`src/rtl/aa_pkg.sv`:
```
package aa_pkg;

    localparam int unsigned AA_WIN_DEF      = 9;
    localparam int unsigned AA_SAMPLE_W_DEF = 8;

    // Width that holds the sum of win samples of sw bits each
    function automatic int unsigned aa_sum_w(int unsigned win, int unsigned sw);
        return sw + $clog2(win);
    endfunction

    typedef enum logic [0:0] {
        FILLING   = 1'b0,
        STREAMING = 1'b1
    } fill_e;

endpackage

```
`src/rtl/aa_window.sv`:
```
module aa_window
    import aa_pkg::*;
#(
    parameter int unsigned WIN      = AA_WIN_DEF,
    parameter int unsigned SAMPLE_W = AA_SAMPLE_W_DEF,
    localparam int unsigned SUM_W   = aa_sum_w(WIN, SAMPLE_W),
    localparam int unsigned CNT_W   = $clog2(WIN)
) (
    input  logic                          clk,
    input  logic                          rst,
    input  logic [SAMPLE_W-1:0]           x_in,
    output logic [WIN-1:0][SAMPLE_W-1:0]  taps,
    output logic [SUM_W-1:0]              sum,
    output logic                          full
);

    logic [WIN-1:0][SAMPLE_W-1:0] taps_q;
    logic [SUM_W-1:0]             sum_q;
    logic [CNT_W-1:0]             cnt_q;
    fill_e                        state_q;

    always_ff @(posedge clk) begin
        if (rst) begin
            taps_q  <= '0;
            sum_q   <= '0;
            cnt_q   <= '0;
            state_q <= FILLING;
        end else begin
            taps_q[0] <= x_in;
            for (int i = 1; i < WIN; i++) begin
                taps_q[i] <= taps_q[i-1];
            end
            sum_q <= sum_q + SUM_W'(x_in) - SUM_W'(taps_q[WIN-1]);
            if (state_q == FILLING) begin
                if (cnt_q == CNT_W'(WIN-1)) begin
                    state_q <= STREAMING;
                end else begin
                    cnt_q <= cnt_q + 1'b1;
                end
            end
        end
    end

    assign taps = taps_q;
    assign sum  = sum_q;
    assign full = (state_q == STREAMING);

    // Independent adder tree for checking the running total
    logic [SUM_W-1:0] tap_total;
    always_comb begin
        tap_total = '0;
        for (int i = 0; i < WIN; i++) begin
            tap_total = tap_total + SUM_W'(taps_q[i]);
        end
    end

    AST_SUM_MATCH: assert property (@(posedge clk) disable iff (rst)
        sum_q == tap_total);

    AST_NEWEST_TAP: assert property (@(posedge clk) disable iff (rst)
        1'b1 |=> taps_q[0] == $past(x_in));

    AST_FULL_STICKY: assert property (@(posedge clk) disable iff (rst)
        full |=> full);

endmodule

```
`src/rtl/aa_select.sv`:
```
module aa_select
    import aa_pkg::*;
#(
    parameter int unsigned WIN      = AA_WIN_DEF,
    parameter int unsigned SAMPLE_W = AA_SAMPLE_W_DEF,
    localparam int unsigned SUM_W   = aa_sum_w(WIN, SAMPLE_W)
) (
    input  logic                          clk,
    input  logic                          rst,
    input  logic [WIN-1:0][SAMPLE_W-1:0]  taps,
    input  logic [SUM_W-1:0]              sum,
    output logic [SAMPLE_W-1:0]           approx
);

    logic [SAMPLE_W-1:0] mean;
    logic [WIN-1:0]      le_mean;
    logic [WIN-1:0]      eq_mean;
    logic                hit;

    // Truncated mean; a mean of samples never exceeds the sample range
    assign mean = SAMPLE_W'(sum / SUM_W'(WIN));

    for (genvar g = 0; g < WIN; g++) begin : g_cmp
        assign le_mean[g] = (taps[g] <= mean);
        assign eq_mean[g] = (taps[g] == mean);
    end

    assign hit = |eq_mean;

    // Largest tap not above the mean; the minimum tap always qualifies
    always_comb begin
        approx = '0;
        for (int i = 0; i < WIN; i++) begin
            if (le_mean[i] && taps[i] > approx) begin
                approx = taps[i];
            end
        end
    end

    AST_APPROX_NOT_ABOVE: assert property (@(posedge clk) disable iff (rst)
        approx <= mean);

    AST_HIT_EXACT: assert property (@(posedge clk) disable iff (rst)
        hit |-> approx == mean);

    AST_MISS_BELOW: assert property (@(posedge clk) disable iff (rst)
        !hit |-> approx < mean);

endmodule

```
`src/rtl/aa_result.sv`:
```
module aa_result
    import aa_pkg::*;
#(
    parameter int unsigned WIN      = AA_WIN_DEF,
    parameter int unsigned SAMPLE_W = AA_SAMPLE_W_DEF,
    localparam int unsigned SUM_W   = aa_sum_w(WIN, SAMPLE_W),
    localparam int unsigned NUM_W   = SUM_W + 1,
    localparam int unsigned Y_W     = NUM_W - $clog2(WIN-1)
) (
    input  logic                 clk,
    input  logic                 rst,
    input  logic [SUM_W-1:0]     sum,
    input  logic [SAMPLE_W-1:0]  approx,
    output logic [Y_W-1:0]       y
);

    logic [NUM_W-1:0] num;

    assign num = NUM_W'(sum) + NUM_W'(approx) * NUM_W'(WIN);
    assign y   = Y_W'(num / NUM_W'(WIN-1));

    AST_Y_FLOOR: assert property (@(posedge clk) disable iff (rst)
        NUM_W'(y) >= NUM_W'(approx) * NUM_W'(2));

endmodule

```
`src/rtl/approx_avg_unit.sv`:
```
module approx_avg_unit
    import aa_pkg::*;
#(
    parameter int unsigned WIN      = AA_WIN_DEF,
    parameter int unsigned SAMPLE_W = AA_SAMPLE_W_DEF,
    localparam int unsigned SUM_W   = aa_sum_w(WIN, SAMPLE_W),
    localparam int unsigned Y_W     = SUM_W + 1 - $clog2(WIN-1)
) (
    input  logic                 clk,
    input  logic                 rst,
    input  logic [SAMPLE_W-1:0]  x_in,
    output logic [Y_W-1:0]       y_out,
    output logic                 y_valid
);

    logic [WIN-1:0][SAMPLE_W-1:0] taps;
    logic [SUM_W-1:0]             sum;
    logic [SAMPLE_W-1:0]          approx;

    aa_window #(.WIN(WIN), .SAMPLE_W(SAMPLE_W)) u_window (
        .clk  (clk),
        .rst  (rst),
        .x_in (x_in),
        .taps (taps),
        .sum  (sum),
        .full (y_valid)
    );

    aa_select #(.WIN(WIN), .SAMPLE_W(SAMPLE_W)) u_select (
        .clk    (clk),
        .rst    (rst),
        .taps   (taps),
        .sum    (sum),
        .approx (approx)
    );

    aa_result #(.WIN(WIN), .SAMPLE_W(SAMPLE_W)) u_result (
        .clk    (clk),
        .rst    (rst),
        .sum    (sum),
        .approx (approx),
        .y      (y_out)
    );

    AST_RESET_CLEARS: assert property (@(posedge clk)
        rst |=> (!y_valid && y_out == '0));

endmodule

```
`config.mk`:
```
export PLATFORM = sky130hd
export DESIGN_NAME = approx_avg_unit
export DESIGN_NICKNAME = d
export VERILOG_FILES = /design/src/rtl/aa_pkg.sv /design/src/rtl/aa_window.sv /design/src/rtl/aa_select.sv /design/src/rtl/aa_result.sv /design/src/rtl/approx_avg_unit.sv
export SDC_FILE = /design/constraint.sdc
export NUM_CORES = 1
export LEC_CHECK = 0
export CAP_MARGIN = 20
export CORE_MARGIN = 2
export CORE_UTILIZATION = 44
export CTS_CLUSTER_DIAMETER = 200
export DETAILED_ROUTE_END_ITERATION = 8
export DONT_BUFFER_PORTS = 1
export GPL_ROUTABILITY_DRIVEN = 1
export SLEW_MARGIN = 25
export SYNTH_ARGS = -nofsm -noshare
export SYNTH_HDL_FRONTEND = slang
export SYNTH_SLANG_ARGS = --single-unit
export TNS_END_PERCENT = 10
```
`constraint.sdc`:
```
create_clock -name clk -period 55.6 [get_ports clk]
set_clock_uncertainty 0.1 [all_clocks]
set_input_delay 0 -clock clk [delete_from_list [all_inputs] [get_ports clk]]
set_output_delay 0 -clock clk [all_outputs]
set_load 0.05 [all_outputs]
```
==> results.md, run 1 <==
* Ys flop type: dfxtp_1
* DR pass1 iterations at 6
* Total grt overflow at 0
* Synth area leaders: ha_1, dfxtp_1, nor2b_1
* Final period utilization at 50.62%
* Final Hold Vio Count at 0
* Initial antenna violation count at 0
* Status: complete, no violations
* Area of the die at 22,030 µm²
* Worst slew pin tran at 1.015 ns
* Worst-skew pair later-pin latency at 0.36 ns
* Leading area contributor after synthesis: ha_1
* R2r worst-path depth at 18
* Layout area overhead at 8.873%
* Hold Path Cell Cnt at 3
* CP max-delay cell: a211oi_2
* CP Data Required Time at 55.50 ns
* Row count at 52
* Synthesized area per cell at between 8 and 9 µm²
* Die span in y at 148.4 µm
* Most common cell after layout, fill and taps aside: ha_1
* Synth warn at 0
* Cell Area, Synth at roughly 9200 µm²
* HP Class: in -> reg
* Layout Cells excl Fill at approximately 1,400
* Diode count at 0
* CTS tree: built
* Vias in the first global route at 7,471
* Pin count of the biggest net entering global routing at 90
* Asr flop ratio synth at 0%
* RR Endpoint: u_window.sum[11]
* Seq/Total Area, Yosys at 19.41%
* CP endpoint kind: primary output
* Post-placement cell count at 1,366
* TritonCTS Buffers at 9
* Worst slew margin relative to its limit at 32.20%
* Port bufs at 0
* Vias at roughly 7,600
* Hold path startpoint: x_in[4]
* Wirelength per Cell at 16.80 µm
* Worst setup SP type: register
* WS Path Type: reg -> out
* Core region area at between 20,000 and 25,000 µm²
* Unrepaired setup endpoints after global routing: false
* Post-DP HPWL at around 18,000 µm
* Nets at between 1,000 and 1,500
* 1st-iter DRT viols at slightly above 400
* I/O pins at 21
* R2r setup slk at just over 50 ns
* Instance count of the mapped netlist at 1,115
* RePlAce Congestion at 0.8881
* Final setup fails at 0
* Layout cell share with drive strength beyond 1 at 7.569%
* Max Slew Vio Count at 0
* CTS Buffer Depth at 2
* Synth Register Bits at between 80 and 90
* Sum Neg Setup Slack at 0 ns
* Die width at 148.4 µm
* Final Critical Period at about 28 ns
* Post-synth EDFFs at 0
* Vias per cell at between 5 and 6
* First-pass GRT wire length at 38,400 µm
* Cts repair resizes at 0
* Post-synth cell types at 87
* Clock-pin slew on the worst setup and hold paths at 0.07 ns
* Starting Density at 45.08%
* Root buffer cell: clkbuf_16
* Worst reg2reg startpoint: u_window.sum[1]
* Overall routing resource usage at 21.91%
* Most frequent cells in the layout: ha_1, inv_1, nor2_1, dfxtp_1, a21oi_1
* Max Clk Rate at around 36 MHz
* Worst-path fanout max at 19
* DRC errors left at 0
* Maximum Capacitance Violations at 0
* Crit-path max cell delay at 0.88 ns
* Post-route ant nets at 0
* Final WL at between 20,000 and 25,000 µm
* Post-CTS setup buffer count at 0
* Cts-stage hold buffer count at 11
* Net Count, Synth at between 1,000 and 1,500
* Hold path endpoint: u_window.taps[4]
* H-tree depth at 3
* Post-synth top area share at 22.49%
* Clock sinks at 89
* Worst endpoint data arrival time at 28.04 ns
## registers in the layout, indices dropped and copies added, names as in the netlist
name            flops
u_window.sum       12
u_window.taps      72
u_window.full       1
u_window.cnt_q      4
## per-stage QoR
step                setup slack [ns]  cell area (µm²)  utilization, %  hold WS, ns
detailed placement             27.44             9467           46.49     -0.02537
global route                   24.71             9995           49.08       0.2754
finish                         27.46             9995           49.08       0.2637
floorplan                      29.98             9180               -      0.02818
CTS                            26.94             9947           48.84       0.2475
global placement               27.88             9467           46.49     -0.02747
## metal layers
metal | GRT usage [%] | share of wire (%) | vias to the layer above
met1 | 29.08 | 48 | 3553
met5 | 0 | 0 | -
met4 | 6.286 | 1.7 | 0
li1 | - | - | 3948
met3 | 3.252 | 3.1 | 27
met2 | 37.04 | 47 | 112
## kinds of logic after synthesis
group | share of synthesized area (%)
adders and majority gates | 25.66
AOI/OAI and AO/OA | 19.35
DFF | 19.41
xor gates and xnor gates | 4.389
buffers and inverters | 5.724
muxes | 5.166
and+or+nand+nor | 20.29
## how the worst max path moves through the flow
stage / startpoint / end / slack, ns / depth (start not counted)
finish: u_window.sum[9] / y_out[7] / 27.46 / 125
CTS: u_window.sum[9] / y_out[8] / 26.94 / 125
global route: u_window.sum[9] / y_out[7] / 24.71 / 125
floorplan: u_window.sum[9] / y_out[7] / 29.98 / 120
detailed placement: u_window.sum[9] / y_out[8] / 27.44 / 125
global placement: u_window.sum[9] / y_out[8] / 27.88 / 112
## worst max-delay path, delay by kind of cell, from the launching register on
| family | cells | cell delay [ns] |
|---|---|---|
| buffers and inverters | 12 | 1.48 |
| multiplexers | 4 | 1.36 |
| adder cells (fa/ha/maj) | 14 | 4.04 |
| AO/OA/AOI/OAI | 58 | 13.07 |
| AND/OR/NAND/NOR | 34 | 5.82 |
| flip-flops | 1 | 0.50 |
| XOR/XNOR | 3 | 1.39 |
## final cells by class
type	count	area (µm²)
fill	1962	10370
clock buffer	10	239.0
sequential	89	1782
timing repair buffer	17	172.7
inverter	111	416.7
tap	270	337.8
multi-input combinational	890	6933
clock inverter	6	113.9
## synth_stat cells (all sizes together) (4+ instances only)
cell,n
dfxtp,89
xnor2,29
nand2b,15
or2,5
and3,10
nor3,18
clkbuf,21
a31oi,8
a21o,25
xor2,17
mux2,23
nand4,14
a221oi,4
o31ai,5
o311ai,6
o21ai,51
buf,4
a211oi,10
or3,8
nor2,106
ha,165
nand2,62
a21oi,83
inv,111
o211ai,7
o21a,15
o21bai,5
fa,13
nand3,34
and2,7
a211o,4
and4,6
nor2b,72
mux2i,20
Power of run 1 is left out: the tool's default activity adds up to more than one toggle a clock period on the data nets, which glitch-free logic cannot reach.
==> inputs of run 2 (changes only) <==
--- a/config.mk
+++ b/config.mk
@@ -5,6 +5,7 @@
 export SDC_FILE = /design/constraint.sdc
 export NUM_CORES = 1
 export LEC_CHECK = 0
+export ABC_AREA = 1
 export CAP_MARGIN = 20
 export CORE_MARGIN = 2
 export CORE_UTILIZATION = 44
==> constraint.sdc (replaced) <==
create_clock -name clk -period 28.8 [get_ports clk]
set_clock_uncertainty 0.1 [all_clocks]
set_input_delay 0 -clock clk [delete_from_list [all_inputs] [get_ports clk]]
set_output_delay 0 -clock clk [all_outputs]
set_load 0.05 [all_outputs]
==> run 2 against run 1 <==
Register-to-register slack worse by 27 ns. First-iteration DRC count is 9.4% higher. Non-clock buffer count is 6 lower. Clock-buffer cell count down 1. Setup slack worse by 24 ns. Core utilization is 0.97 points lower. Critical endpoint is now y_out[5].
==> results.md, run 2 <==
* Status: complete, no violations (unchanged)
* Post-synth top area share at 22.12% (was 22.49%)
* Worst endpoint data arrival time at 24.86 ns (was 28.04 ns)
* First-pass GRT wire length at 41,030 µm (was 38,400 µm)
* Most frequent cell on the critical path: nand2_1
* Synth Register Bits at 89 (unchanged)
* Core region area at 20,890 µm² (was 20,360 µm²)
* Post-synth EDFFs at 0 (unchanged)
* Final Critical Period at 24.96 ns
* Flip-flop count of the largest register after layout at 72 (unchanged)
* RePlAce Congestion at 0.9443 (was 0.8881)
* Unrepaired setup endpoints after global routing: false (unchanged)
* DR pass1 iterations at 5 (was 6)
* CP Data Required Time at 28.70 ns (was 55.50 ns)
* CTS tree: built (unchanged)
* Seq/Total Area, Yosys at 19.09% (was 19.41%)
* Final Hold Vio Count at 0 (unchanged)
* Layout area overhead at 7.654% (was 8.873%)
* Layout cell share with drive strength beyond 1 at 6.445% (was 7.569%)
* Wirelength per Cell at 14.48 µm (was 16.80 µm)
* Starting Density at 44.68% (was 45.08%)
* Synth area leaders: ha_1, dfxtp_1, nand2_1 (was ha_1, dfxtp_1, nor2b_1)
* Instance count of the mapped netlist at 1,402 (was 1,115)
* Synthesized area per cell at 6.658 µm² (was 8.233 µm²)
* Leading area contributor after synthesis: ha_1 (unchanged)
* CP endpoint kind: primary output (unchanged)
* Overall routing resource usage at 23.08% (was 21.91%)
* Port bufs at 0 (unchanged)
* Crit-path max cell delay at 0.80 ns (was 0.88 ns)
* Final hold slack at 0.2374 ns (was 0.2637 ns)
* Root buffer cell: clkbuf_16 (unchanged)
* Post-synth top cells: nand2_1, inv_1, ha_1 (was ha_1, inv_1, nor2_1)
* Post-CTS setup buffer count at 0 (unchanged)
* Worst-path fanout max at 17 (was 19)
* DRC errors left at 0 (unchanged)
* Cts repair resizes at 0 (unchanged)
* Cts-stage hold buffer count at 11 (unchanged)
* Largest Register: u_window.taps (unchanged)
* Pin count of the biggest net entering global routing at 81 (was 90)
* Total grt overflow at 0 (unchanged)
* Max Clk Rate at 40.06 MHz
* Net Count, Synth at 1,590 (was 1,303)
* 1st-iter DRT viols at 444 (was 406)
* Most common cell after layout, fill and taps aside: nand2_1 (was ha_1)
* Vias in the first global route at 8,312 (was 7,471)
* Sum Neg Setup Slack at 0 ns (unchanged)
* Area of the die at 22,400 µm² (was 22,030 µm²)
* HP Class: in -> reg (unchanged)
* Final WL at 24,430 µm (was 23,410 µm)
* Worst setup SP type: register (unchanged)
* Synth warn at 0 (unchanged)
* Clock sinks at 89 (unchanged)
* Ys flop type: dfxtp_1 (unchanged)
* Post-synth cell types at 51 (was 87)
* Diode count at 0 (unchanged)
* Maximum Capacitance Violations at 0 (unchanged)
* Die width at 149.7 µm (was 148.4 µm)
* Worst slew margin relative to its limit at 32.19% (was 32.20%)
* Vias at 8,565 (was 7,640)
* Max Slew Vio Count at 0 (unchanged)
* Asr flop ratio synth at 0% (unchanged)
* Die span in y at 149.7 µm (was 148.4 µm)
* TritonCTS Buffers at 9 (unchanged)
* Clock-pin slew on the worst setup and hold paths at 0.08 ns (was 0.07 ns)
* I/O pins at 21 (unchanged)
* H-tree depth at 3 (unchanged)
* Vias per cell at 5.077 (was 5.485)
* Post-DP HPWL at 19,720 µm (was 18,210 µm)
* Row count at 53 (was 52)
* Most frequent cells in the layout: nand2_1, inv_1, ha_1, nor2_1, dfxtp_1 (was ha_1, inv_1, nor2_1, dfxtp_1, a21oi_1)
* Initial antenna violation count at 0 (unchanged)
* Final period utilization at 86.68%
* Post-route ant nets at 0 (unchanged)
* CTS Buffer Depth at 2 (unchanged)
* Cell Area, Synth at 9334 µm² (was 9180 µm²)
* Most common cell in the synthesized netlist: nand2_1 (was ha_1)
* Nets at 1,595 (was 1,306)
* CP max-delay cell: xor2_1 (was a211oi_2)
* Worst slew pin tran at 1.014 ns (was 1.015 ns)
* Worst-skew pair later-pin latency at 0.36 ns (about the same)
* Final setup fails at 0 (unchanged)
* WS Path Type: reg -> out (unchanged)
-- run 2: cell types whose count changed in the layout (fill, tap and decap cells not counted), sizes merged, moves of 21 or more --
| cell | before | now |
|---|---|---|
| inv | 112 | 250 |
| nor2b | 72 | 0 |
| o21ai | 51 | 91 |
| nor2 | 106 | 163 |
| nand2 | 62 | 330 |
| a21o | 25 | 4 |
| nand3 | 34 | 84 |
| mux2 | 23 | 0 |
| xnor2 | 29 | 5 |
-- run 2: critical path: cells and delay by family (launching register included) --
kind	cells	cell delay, ns
simple gates	80	9.57
compound gates	27	6.73
fa+ha+maj	14	4.56
buf+inv	25	2.35
xor+xnor	1	0.80
flops	1	0.47
-- run 2: metal layers --
layer / routed length (µm) / share of wire (%) / global-route usage, % / up-vias
met5: 0 / 0 / 0 / -
met3: 821 / 3.4 / 3.110 / 28
li1: - / - / - / 4553
met2: 11310 / 46 / 39.79 / 130
met4: 330 / 1.4 / 4.953 / 0
met1: 11970 / 49 / 30.80 / 3854
-- run 2: final cells by class --
cell class                 instances  area, µm²
sequential                        89       1782
fill                            2203      10840
inverter                         249      937.1
tap                              275      344.1
timing repair buffer              11      127.6
clock buffer                       9      225.2
clock inverter                     7      81.33
multi-input combinational       1047       6551
-- run 2: worst paths after layout --
path                startpoint                 to  slack (ns)  cells after the start
max            u_window.sum[9]           y_out[5]        3.84                    147
min                    x_in[4]   u_window.taps[4]        0.24                      3
max reg2reg    u_window.sum[1]   u_window.sum[11]       25.05                     25
min reg2reg  u_window.taps[37]  u_window.taps[45]        0.38                      2
-- run 2: kinds of logic after synthesis --
group | Yosys count | synth area share [%]
buffers and inverters | 266 | 10.72
AOI/OAI and AO/OA | 217 | 13.50
xor gates and xnor gates | 21 | 1.970
and+or+nand+nor | 631 | 29.81
adders and majority gates | 178 | 24.91
DFF | 89 | 19.09
-- run 2: through the flow --
step | util [%] | setup slack [ns] | cell area [µm²] | std cells
CTS | 48.10 | 4.134 | 10050 | 1687
global placement | 46.03 | 5.140 | 9614 | 1660
floorplan | - | 8.315 | 9334 | 1402
finish | 48.10 | 3.836 | 10050 | 1687
detailed placement | 46.03 | 4.605 | 9614 | 1660
global route | 48.10 | 0.7224 | 10050 | 1687
Power of run 2 is left out for the same reason.
==> inputs of run 3 (changes only) <==
--- a/config.mk
+++ b/config.mk
@@ -7,13 +7,14 @@
 export LEC_CHECK = 0
 export ABC_AREA = 1
 export CAP_MARGIN = 20
+export CORE_ASPECT_RATIO = 1.25
 export CORE_MARGIN = 2
-export CORE_UTILIZATION = 44
+export CORE_UTILIZATION = 42
 export CTS_CLUSTER_DIAMETER = 200
 export DETAILED_ROUTE_END_ITERATION = 8
 export DONT_BUFFER_PORTS = 1
 export GPL_ROUTABILITY_DRIVEN = 1
-export SLEW_MARGIN = 25
+export SLEW_MARGIN = 5
 export SYNTH_ARGS = -nofsm -noshare
 export SYNTH_HDL_FRONTEND = slang
 export SYNTH_SLANG_ARGS = --single-unit
==> run 3 against run 2 <==
Cell count rose by 0.47%. Wire length rose by 0.84%. Register-to-register slack improved by 0.11 ns. Via count rose by 0.12%. Critical path type unchanged. Critical endpoint unchanged. Largest cell class unchanged.
==> results.md, run 3 (synthesized netlist as in run 2, its figures left out) <==
* Status: complete, no violations (unchanged)
* Worst endpoint data arrival time at 24.54 ns (was 24.86 ns)
* Vias per cell at 5.059 (was 5.077)
* Cts repair resizes at 0 (unchanged)
* Vias at 8,575 (was 8,565)
* Row count at 61 (was 53)
* Placed inst area at 9624 µm² (was 9614 µm²)
* Clock sinks at 89 (unchanged)
* Worst slew pin tran at 1.008 ns (was 1.014 ns)
* CTS Buffer Depth at 2 (unchanged)
* TritonCTS Buffers at 9 (unchanged)
* Pin count of the biggest net entering global routing at 81 (unchanged)
* Root buffer cell: clkbuf_16 (unchanged)
* Layout cell share with drive strength beyond 1 at 6.374% (was 6.445%)
* Sum Neg Setup Slack at 0 ns (unchanged)
* Initial antenna violation count at 0 (unchanged)
* CP max-delay cell: xor2_1 (unchanged)
* Maximum Capacitance Violations at 0 (unchanged)
* Max Slew Vio Count at 0 (unchanged)
* Most frequent cells in the layout: nand2_1, inv_1, ha_1, nor2_1, dfxtp_1 (unchanged)
* CP Data Required Time at 28.70 ns (about the same)
* First-pass GRT wire length at 40,170 µm (was 41,030 µm)
* CP endpoint kind: primary output (unchanged)
* CTS tree: built (unchanged)
* Final Critical Period at 24.64 ns (was 24.96 ns)
* Worst setup SP type: register (unchanged)
* DRC errors left at 0 (unchanged)
* Final Hold Vio Count at 0 (unchanged)
* RePlAce Congestion at 0.9265 (was 0.9443)
* Overall routing resource usage at 22.06% (was 23.08%)
* Flip-flop count of the largest register after layout at 72 (unchanged)
* HP Class: in -> reg (unchanged)
* Layout area overhead at 7.748% (was 7.654%)
* Design area at 10,060 µm² (was 10,050 µm²)
* Crit-path max cell delay at 0.79 ns (was 0.80 ns)
* Total grt overflow at 0 (unchanged)
* Vias in the first global route at 8,160 (was 8,312)
* Diode count at 0 (unchanged)
* Largest Register: u_window.taps (unchanged)
* Starting Density at 42.32% (was 44.68%)
* Worst-path fanout max at 17 (unchanged)
* Worst-skew pair later-pin latency at 0.37 ns (was 0.36 ns)
* Worst slew margin relative to its limit at 32.56% (was 32.19%)
* Most frequent cell on the critical path: nand2_1 (unchanged)
* H-tree depth at 3 (unchanged)
* Final WL at 24,640 µm (was 24,430 µm)
* Post-route ant nets at 0 (unchanged)
* Die span in y at 170.7 µm (was 149.7 µm)
* Max Clk Rate at 40.59 MHz (was 40.06 MHz)
* Most common cell after layout, fill and taps aside: nand2_1 (unchanged)
* Wirelength per Cell at 14.54 µm (was 14.48 µm)
* DR pass1 iterations at 7 (was 5)
* Port bufs at 0 (unchanged)
* Die width at 137.3 µm (was 149.7 µm)
* Area of the die at 23,440 µm² (was 22,400 µm²)
* Unrepaired setup endpoints after global routing: false (unchanged)
* Nets at 1,595 (unchanged)
* Final setup fails at 0 (unchanged)
* 1st-iter DRT viols at 401 (was 444)
* Clock-pin slew on the worst setup and hold paths at 0.07 ns (was 0.08 ns)
* I/O pins at 21 (unchanged)
* WS Path Type: reg -> out (unchanged)
* Post-CTS setup buffer count at 0 (unchanged)
* Post-DP HPWL at 19,860 µm (was 19,720 µm)
* Final period utilization at 85.55% (was 86.68%)
* Core region area at 22,060 µm² (was 20,890 µm²)
[run 3: path summary, 6_finish.rpt]
check / slack (ns) / from / depth (start not counted) / endpoint
hold / removal: 0.24 / x_in[7] / 3 / u_window.taps[7]
setup / recovery: 4.16 / u_window.sum[9] / 151 / y_out[5]
hold reg to reg: 0.36 / u_window.taps[46] / 2 / u_window.taps[54]
setup reg to reg: 25.16 / u_window.sum[1] / 25 / u_window.sum[11]
[run 3: repair_timing]
item / 4_1_cts / 5_1_grt
setup endpoints to repair: 0 / 0
hold endpoints to repair: 89 / 0
hold buffers: 11 / 0
[run 3: cell type report]
type	count	area, µm²
clock buffers	11	242.7
clock inverters	5	62.56
fillers	2245	12000
inverters	249	937.1
multi-input cells	1047	6551
flip-flops and latches	89	1782
well taps	283	354.1
repair buffers	11	127.6
[run 3: per-layer routing]
layer	wire, µm	track usage (%)	vias to the layer above
met5	0	0	-
met2	11850	38.24	131
met3	753	3.170	47
li1	-	-	4574
met1	11390	27.57	3823
met4	643	7.978	0
[run 3: worst max-delay path: cells and delay by family (launching register included)]
kind,cells,cell delay [ns]
compound gates,25,6.24
xor+xnor,1,0.79
fa+ha+maj,14,4.48
buf+inv,26,2.46
flops,1,0.47
simple gates,85,9.72
[run 3: metrics by stage]
step                      hold slack (ns)  util [%]  worst slack (ns)  instances
final                              0.2443     45.60             4.160       1695
after detailed placement         -0.01847     43.63             4.622       1668
after floorplan                  0.006967         -             8.315       1402
after global routing               0.2783     45.60             1.430       1695
after global placement           -0.02185     43.63             5.061       1668
after CTS                          0.2462     45.60             4.146       1695
Power of run 3 is left out for the same reason.
